`src/rtl/rfx_pkg.sv`:
```
package rfx_pkg;

    typedef enum logic [3:0] {
        S_IDLE,
        S_LEAD,
        S_GAP,
        S_BLO,
        S_BHI,
        S_WTAIL,
        S_TLO,
        S_THI,
        S_CLO,
        S_CHI,
        S_RTAIL,
        S_QUIET
    } rfx_state_e;

    function automatic int unsigned rfx_max(input int unsigned a, input int unsigned b);
        return (a > b) ? a : b;
    endfunction

endpackage

```
`src/rtl/rfx_tick_div.sv`:
```
module rfx_tick_div #(
    parameter int unsigned DIV = 200
) (
    input  logic clk,
    input  logic rst_n,
    input  logic clear,
    output logic tick
);
    localparam int unsigned PW = (DIV > 1) ? $clog2(DIV) : 1;
    localparam logic [PW-1:0] LAST = PW'(DIV - 1);

    logic [PW-1:0] pre_d, pre_q;

    always_comb begin
        if (clear || pre_q == LAST) pre_d = '0;
        else                        pre_d = pre_q + 1'b1;
    end

    always_ff @(posedge clk or negedge rst_n) begin
        if (!rst_n) pre_q <= '0;
        else        pre_q <= pre_d;
    end

    assign tick = (pre_q == LAST);
endmodule

```
`src/rtl/rfx_phase_timer.sv`:
```
module rfx_phase_timer #(
    parameter int unsigned TW = 11
) (
    input  logic          clk,
    input  logic          rst_n,
    input  logic          load,
    input  logic [TW-1:0] ticks,
    input  logic          tick,
    output logic          expire
);
    logic [TW-1:0] left_d, left_q;

    always_comb begin
        if (load)                         left_d = ticks;
        else if (tick && left_q != '0)    left_d = left_q - 1'b1;
        else                              left_d = left_q;
    end

    always_ff @(posedge clk or negedge rst_n) begin
        if (!rst_n) left_q <= '0;
        else        left_q <= left_d;
    end

    assign expire = tick && (left_q == TW'(1));
endmodule

```
`src/rtl/rfx_serial_master.sv`:
```
module rfx_serial_master
    import rfx_pkg::*;
#(
    parameter int unsigned ADDR_W     = 4,
    parameter int unsigned DATA_W     = 12,
    parameter int unsigned CLK_PER_US = 200,
    parameter int unsigned T_WR_LEAD  = 2,
    parameter int unsigned T_WR_GAP   = 10,
    parameter int unsigned T_WR_TAIL  = 10,
    parameter int unsigned T_RD_LEAD  = 4,
    parameter int unsigned T_RD_GAP   = 5,
    parameter int unsigned T_SETUP    = 1,
    parameter int unsigned T_HIGH     = 2,
    parameter int unsigned T_CAP_LOW  = 2,
    parameter int unsigned T_CAP_HIGH = 6,
    parameter int unsigned T_RD_TAIL  = 2,
    parameter int unsigned T_QUIET    = 2000
) (
    input  logic              clk,
    input  logic              rst_n,
    input  logic              req_valid,
    output logic              req_ready,
    input  logic              req_write,
    input  logic [ADDR_W-1:0] req_addr,
    input  logic [DATA_W-1:0] req_wdata,
    output logic              rd_done,
    output logic [DATA_W-1:0] rd_data,
    output logic              rf_stb,
    output logic              rf_sclk,
    output logic              rf_sdo,
    output logic              rf_sdo_oe,
    output logic              rf_rdir,
    input  logic              rf_sdi
);
    localparam int unsigned FRAME_W = DATA_W + ADDR_W;
    localparam int unsigned RA_W    = ADDR_W + 1;
    localparam int unsigned CW      = $clog2(rfx_max(FRAME_W, DATA_W) + 1);
    localparam int unsigned T_MAX   = rfx_max(rfx_max(rfx_max(T_WR_LEAD, T_WR_GAP), rfx_max(T_WR_TAIL, T_RD_LEAD)),
                                      rfx_max(rfx_max(rfx_max(T_RD_GAP, T_SETUP), rfx_max(T_HIGH, T_CAP_LOW)),
                                      rfx_max(rfx_max(T_CAP_HIGH, T_RD_TAIL), T_QUIET)));
    localparam int unsigned TW      = $clog2(T_MAX + 1);

    typedef struct packed {
        rfx_state_e        st;
        logic [FRAME_W-1:0] sreg;
        logic [CW-1:0]     bitn;
        logic [DATA_W-1:0] rsh;
        logic              rdop;
        logic              stb;
        logic              sclk;
        logic              sdo;
        logic              oe;
        logic              rdir;
        logic              ready;
        logic              done;
        logic [DATA_W-1:0] rdata;
    } regs_t;

    regs_t          s_d, s_q;
    logic           tick, expire, load;
    logic [TW-1:0]  ticks;

    rfx_tick_div #(.DIV(CLK_PER_US)) u_div (
        .clk(clk), .rst_n(rst_n), .clear(load), .tick(tick)
    );

    rfx_phase_timer #(.TW(TW)) u_tmr (
        .clk(clk), .rst_n(rst_n), .load(load), .ticks(ticks), .tick(tick), .expire(expire)
    );

    always_comb begin
        s_d      = s_q;
        s_d.done = 1'b0;
        unique case (s_q.st)
            S_IDLE: if (req_valid) begin
                s_d.st   = S_LEAD;
                s_d.rdop = !req_write;
                if (req_write) begin
                    s_d.sreg = {req_wdata, req_addr};
                    s_d.bitn = CW'(FRAME_W);
                end else begin
                    s_d.sreg = {1'b0, req_addr, {(FRAME_W-RA_W){1'b0}}};
                    s_d.bitn = CW'(RA_W);
                end
            end
            S_LEAD:  if (expire) s_d.st = S_GAP;
            S_GAP:   if (expire) s_d.st = S_BLO;
            S_BLO:   if (expire) s_d.st = S_BHI;
            S_BHI: if (expire) begin
                s_d.sreg = {s_q.sreg[FRAME_W-2:0], 1'b0};
                s_d.bitn = s_q.bitn - 1'b1;
                if (s_q.bitn == CW'(1)) s_d.st = s_q.rdop ? S_TLO : S_WTAIL;
                else                    s_d.st = S_BLO;
            end
            S_WTAIL: if (expire) s_d.st = S_QUIET;
            S_TLO:   if (expire) s_d.st = S_THI;
            S_THI: if (expire) begin
                s_d.st   = S_CLO;
                s_d.bitn = CW'(DATA_W);
            end
            S_CLO:   if (expire) s_d.st = S_CHI;
            S_CHI: if (expire) begin
                s_d.rsh  = {s_q.rsh[DATA_W-2:0], rf_sdi};
                s_d.bitn = s_q.bitn - 1'b1;
                s_d.st   = (s_q.bitn == CW'(1)) ? S_RTAIL : S_CLO;
            end
            S_RTAIL: if (expire) begin
                s_d.st    = S_QUIET;
                s_d.done  = 1'b1;
                s_d.rdata = s_q.rsh;
            end
            S_QUIET: if (expire) s_d.st = S_IDLE;
            default: s_d.st = S_IDLE;
        endcase

        // pin levels follow the state being entered
        s_d.stb   = s_d.st inside {S_IDLE, S_LEAD, S_WTAIL, S_RTAIL, S_QUIET};
        s_d.sclk  = s_d.st inside {S_BHI, S_THI, S_CHI};
        s_d.oe    = s_d.st inside {S_LEAD, S_GAP, S_BLO, S_BHI, S_WTAIL};
        s_d.rdir  = s_d.st inside {S_TLO, S_THI, S_CLO, S_CHI, S_RTAIL};
        s_d.sdo   = (s_d.st inside {S_BLO, S_BHI}) ? s_d.sreg[FRAME_W-1] : 1'b0;
        s_d.ready = (s_d.st == S_IDLE);
    end

    // every phase change restarts the tick divider and loads the phase length
    assign load = (s_d.st != s_q.st);

    always_comb begin
        unique case (s_d.st)
            S_LEAD:  ticks = s_d.rdop ? TW'(T_RD_LEAD) : TW'(T_WR_LEAD);
            S_GAP:   ticks = s_d.rdop ? TW'(T_RD_GAP)  : TW'(T_WR_GAP);
            S_BLO:   ticks = TW'(T_SETUP);
            S_TLO:   ticks = TW'(T_SETUP);
            S_BHI:   ticks = TW'(T_HIGH);
            S_THI:   ticks = TW'(T_HIGH);
            S_WTAIL: ticks = TW'(T_WR_TAIL);
            S_CLO:   ticks = TW'(T_CAP_LOW);
            S_CHI:   ticks = TW'(T_CAP_HIGH);
            S_RTAIL: ticks = TW'(T_RD_TAIL);
            S_QUIET: ticks = TW'(T_QUIET);
            default: ticks = '0;
        endcase
    end

    always_ff @(posedge clk or negedge rst_n) begin
        if (!rst_n) s_q <= '{st: S_IDLE, stb: 1'b1, ready: 1'b1, default: '0};
        else        s_q <= s_d;
    end

    assign req_ready = s_q.ready;
    assign rd_done   = s_q.done;
    assign rd_data   = s_q.rdata;
    assign rf_stb    = s_q.stb;
    assign rf_sclk   = s_q.sclk;
    assign rf_sdo    = s_q.sdo;
    assign rf_sdo_oe = s_q.oe;
    assign rf_rdir   = s_q.rdir;
endmodule

```
`config.mk`:
```
export PLATFORM = sky130hd
export DESIGN_NAME = rfx_serial_master
export DESIGN_NICKNAME = d
export VERILOG_FILES = /design/src/rtl/rfx_pkg.sv /design/src/rtl/rfx_tick_div.sv /design/src/rtl/rfx_phase_timer.sv /design/src/rtl/rfx_serial_master.sv
export SDC_FILE = /design/constraint.sdc
export NUM_CORES = 1
export LEC_CHECK = 0
export BUFFER_PORTS_ARGS = -buffer_cell sky130_fd_sc_hd__buf_2
export CORE_UTILIZATION = 30
export DETAILED_ROUTE_END_ITERATION = 7
export PLACE_DENSITY = 0.56
export SYNTH_ARGS = -nofsm -noshare
export SYNTH_HDL_FRONTEND = slang
export SYNTH_HIERARCHICAL = 1
export SYNTH_SLANG_ARGS = --single-unit
```
`constraint.sdc`:
```
create_clock -name clk -period 6.22 [get_ports clk]
set_input_delay 0.933 -clock clk [delete_from_list [all_inputs] [get_ports clk]]
set_output_delay 0.933 -clock clk [all_outputs]
set_load 0.05 [all_outputs]
```
# == Word-level counts from Yosys, hierarchy flattened ==
# Index checks and enable logic that the tools add are counted.
# classes
add_sub_neg,3
eq_ne,30
mux,31
reduce_logical,22
# ops
operator,n
$pmux W11 S7,1
$mux W25,2
$pmux W4 S11,1
$mux W4,10
$eq A4 B3 Y1 const B,8
$eq A4 B4 Y1 const B,8
$pmux W16 S2,1
$mux W13,2
$mux W11,2
$mux W21,1
$pmux W5 S4,1
$mux W17,1
$eq A4 B2 Y1 const B,4
$reduce_bool A5 Y1,3
$eq A11 B1 Y1 const B,1
$reduce_bool A11 Y1,1
$sub A11 B1 Y11 const B,1
$add A8 B1 Y8 const B,1
$eq A4 B1 Y1 const B,2
$eq A8 B8 Y1 const B,1
$logic_not A4 Y1,2
$mux W8,1
$ne A2 B2 Y1 const B,4
$mux W3,2
17 further kinds,25
# totals
regBits,76
elab_cells,102

# == Longest topological paths before layout ==
# logic_depth
depth_word,8
mapped_depth,17

# == Modules after synthesis ==
# Netlist, hierarchy kept.
# by_module_without_submodules
mod,n_inst,cells_per_inst,area_each_um2
rfx_serial_master,1,264,2922.8
rfx_phase_timer,1,82,719.4
rfx_tick_div,1,40,410.4

# == Least setup slack after synthesis ==
# Ideal clock, no wire load.
# synth_timing
path_type,reg2reg
start,reg u_div.pre_q[0]
end,reg u_tmr.left_q[9]
setup_ns,0.087
t_arrival_ns,3.852
t_required_ns,6.133
slack_ns,2.282
path_stages_with_launch,16
n_path_buf,2
cell_sequence,dfrtp_1 ha_1 nand4b_1 nor4_1 nand3b_1 nor4_1 a22oi_1 a22oi_1 and3_1 buf_2 inv_2 a222oi_1 o211ai_1 clkbuf_1 or3_2 o211ai_1
# synth_lines
element,line_no,source
"start, declared",rfx_tick_div.sv:12,"logic [PW-1:0] pre_d, pre_q;"
"start signal, assigned",rfx_tick_div.sv:21,else pre_q <= pre_d;
"end signal, assigned",rfx_phase_timer.sv:21,else left_q <= left_d;
"end, declared",rfx_phase_timer.sv:11,"logic [TW-1:0] left_d, left_q;"

==> metrics <==
outcome completed; relative slew slack between 20% and 30%; net count after synthesis between 400 and 500; Port Buf Inserts 39; arrival time of the worst setup path about 4500 ps; top cell family by delay on the critical path simple AND/OR/NAND/NOR gates; quantity of gates resized following cts 0; non-filler cells in the finished layout between 500 and 600; fraction of registers with async set or reset after synthesis between 90% and 100%; critical path launch point type flop; Vias per Instance roughly 5; post-synthesis area per instance about 10 µm²; worst-case clock buffer depth 2; clock tree root buffer cell clkbuf_16; Final Critical Period approximately 4300 ps; Hold Crit Class flop to flop; Req. time, crit path approximately 6500 ps; I/O pin count 40; CTS Sinks 76; initial antenna violation count 0; setup repair after global routing missed its margin no; number of setup violations in the final report 0; Worst Path Class, Setup flop to flop; pin slew with the least headroom to its limit 1090 ps; Hold Buf Count CTS 0; per-cell routed wire length around 14 µm; Core ar. around 0.013 mm²; maximum number of pins on one net before global-route repair 77; signed area change from the synthesized netlist to the final layout 13.3%; starting density of the core 30.7%; post-route antenna net violation count 0; placement row count 42; half-perimeter wire length after detailed placement 5.38 mm; sum of buffers and inverters on the critical path 3; number of flops mapped to enable cells by yosys 0; Pwr per Cell Area 236 mW/mm²; overflow left after global routing 0; CP Cell Sequence ha_1 > nand4b_1 > nor4_1 > nand3b_1 > nor4_2 > buf_4 > a22oi_1 > a22oi_1 > and3_1 > inv_2 > a222oi_1 > o211ai_1 > buf_4 > or3_2 > o211ai_1; Slowest Stage Delay on Critical Path approximately 660 ps; CTS clock-pin slew for the worst setup and hold paths about 60 ps; endpoint class of the critical path flop; share of final-layout standard cells stronger than drive strength 1 24.3%; dpl cells approximately 570; CTS H-tree depth 3; CP max stage cell nor4_1; leading register cell type out of synthesis dfrtp_1; floorplan die width around 120 µm; sequential element share of the synthesized area 47.0%; Final nets 433; routability congestion estimate ~0.83; TNS Setup 0 ps; gr usage total approximately 12%; total count of max-transition violations in the final report 0; first-pass GRT wire length about 14 mm; Worst-Skew Late Latency 330 ps; total detailed-routing wirelength between 7 and 8 mm; CTS tree yes; leakage power of the design roughly 2.1 nW; Num CTS Buffers 9; height of the die 118 µm; ANT cells 0; Hold Slack roughly 490 ps; synthesis warning total 6; post-CTS repair timing setup buffer count 0; number of unique standard cell types used by synthesis 68; worst clock skew between 5 and 6 ps; f_max roughly 0.23 GHz; count of max-cap constraint violations 0; flip-flop and latch count after synthesis between 70 and 80; final worst-path cycle share between 60% and 70%; instance count of the mapped netlist about 390; number of DRC violations after detailed-routing iteration 0 244; endpoints failing hold 0; number of iterations in the first detailed-routing pass 5; summed area of non-filler cells in the final layout between 0.004 and 0.005 mm²; total via count after detailed routing just under 3,000; Max Fanout on Critical Path 28; via count of the first global-routing pass 2,958; remaining design rule violation count 0; worst-case vdd ir drop 0.147 mV; combined area of all synthesized cells just over 0.004 mm²; die footprint between 0.01 and 0.015 mm²; area post-placement 0.00427 mm²
[worst paths after layout]
path                                               start                     endpoint  slack, ps  depth (start not counted)
worst max-delay path            u_div/pre_q[0]$_DFF_PN0_  u_tmr/left_q[9]$_DFFE_PN0P_       1940                         15
worst min-delay path                 s_q[45]$_DFFE_PN0P_          s_q[45]$_DFFE_PN0P_        490                          2
worst max register to register  u_div/pre_q[0]$_DFF_PN0_  u_tmr/left_q[9]$_DFFE_PN0P_       1940                         15
worst min register to register       s_q[45]$_DFFE_PN0P_          s_q[45]$_DFFE_PN0P_        490                          2
max in group asynchronous                          rst_n          s_q[46]$_DFFE_PN0P_       4840                          1
min in group asynchronous                          rst_n       rd_data[5]$_DFFE_PN0P_        740                          1
[cell usage after synthesis, drive strengths merged (6+ instances only)]
library cell | n | area, µm²
or3 | 6 | 38.8
inv | 30 | 113
and2 | 8 | 50.1
a21oi | 16 | 83.8
a22oi | 7 | 52.6
nand2 | 24 | 90.1
mux2 | 26 | 293
dfrtp | 74 | 1850
xor2 | 6 | 52.6
buf | 18 | 128
and3 | 6 | 37.5
clkbuf | 15 | 108
nand3 | 12 | 60.1
nor2 | 12 | 45.0
ha | 6 | 75.1
nor3 | 9 | 45.0
a222oi | 12 | 120
o21ai | 21 | 105
[cell type report]
class,instances,area (µm²)
fillers,1305,8600
clock inverters,7,98.8
flip-flops and latches,76,1900
repair buffers,42,220
clock buffers,9,225
well taps,176,220
inverters,31,116
multi-input cells,246,1810
[state kept, by name (all words and copies together), names as in the netlist]
name	cells
rd_data	12
rd_done	1
req_ready	1
rf_rdir	1
rf_sclk	1
rf_sdo	1
rf_sdo_oe	1
rf_stb	1
s_q	38
u_div/pre_q	8
u_tmr/left_q	11
[worst register-to-register path, cell delays in order (launching register included)]
cell and delay, ps:
dfrtp_1 420, ha_1 200, nand4b_1 170, nor4_1 660, nand3b_1 170, nor4_2 180, buf_4 250, a22oi_1 110
a22oi_1 150, and3_1 390, inv_2 130, a222oi_1 360, o211ai_1 140, buf_4 230, or3_2 490, o211ai_1 160
[layout by cell type (no fill, tap or decap), drive strengths merged, types with 7 or more instances in the layout]
cell,count
nor2,12
nand3,12
o21ai,21
mux2,26
and2,8
nand2,24
a21oi,16
inv,32
dfrtp,74
clkbuf,9
a22oi,7
buf,42
nor3,9
a222oi,12
[stage by stage]
step | util, % | setup WS (ps) | power [W]
2_1_floorplan | - | 2280 | 0.000509
3_3_place_gp | 32.4 | 2030 | 0.000526
3_5_place_dp | 32.4 | 1970 | 0.000526
4_1_cts | 34.8 | 1940 | 0.00110
5_1_grt | 34.8 | 1370 | 0.00112
6_report | 34.8 | 1940 | 0.00109
[routing by layer]
layer,track usage [%],part of all wire (%),vias to the layer above
met5,0,0,-
met4,5.21,1.9,0
met3,3.28,4.6,12
met2,19.9,45,60
met1,15.3,48,1447
li1,-,-,1431
[kinds of logic (layout without fill, tap and decap cells)]
family	after synthesis	count (layout)	share of synthesized area (%)
mux	31	31	8.46
other cells	1	1	0.0925
fa+ha+maj	6	6	1.85
xor+xnor	11	11	2.38
simple gates	103	103	14.0
compound gates	94	94	17.6
buf+inv	64	89	8.67
flops	76	76	47.0
[where the power goes]
| part | total [W] | leakage [nW] | internal [W] | switching (W) |
|---|---|---|---|---|
| logic | 0.0000215 | 0.998 | 0.00000704 | 0.0000144 |
| registers | 0.000495 | 0.976 | 0.000495 | 0.000000239 |
| clock network | 0.000569 | 0.156 | 0.000354 | 0.000215 |
Power figures use the tool's default switching activity.
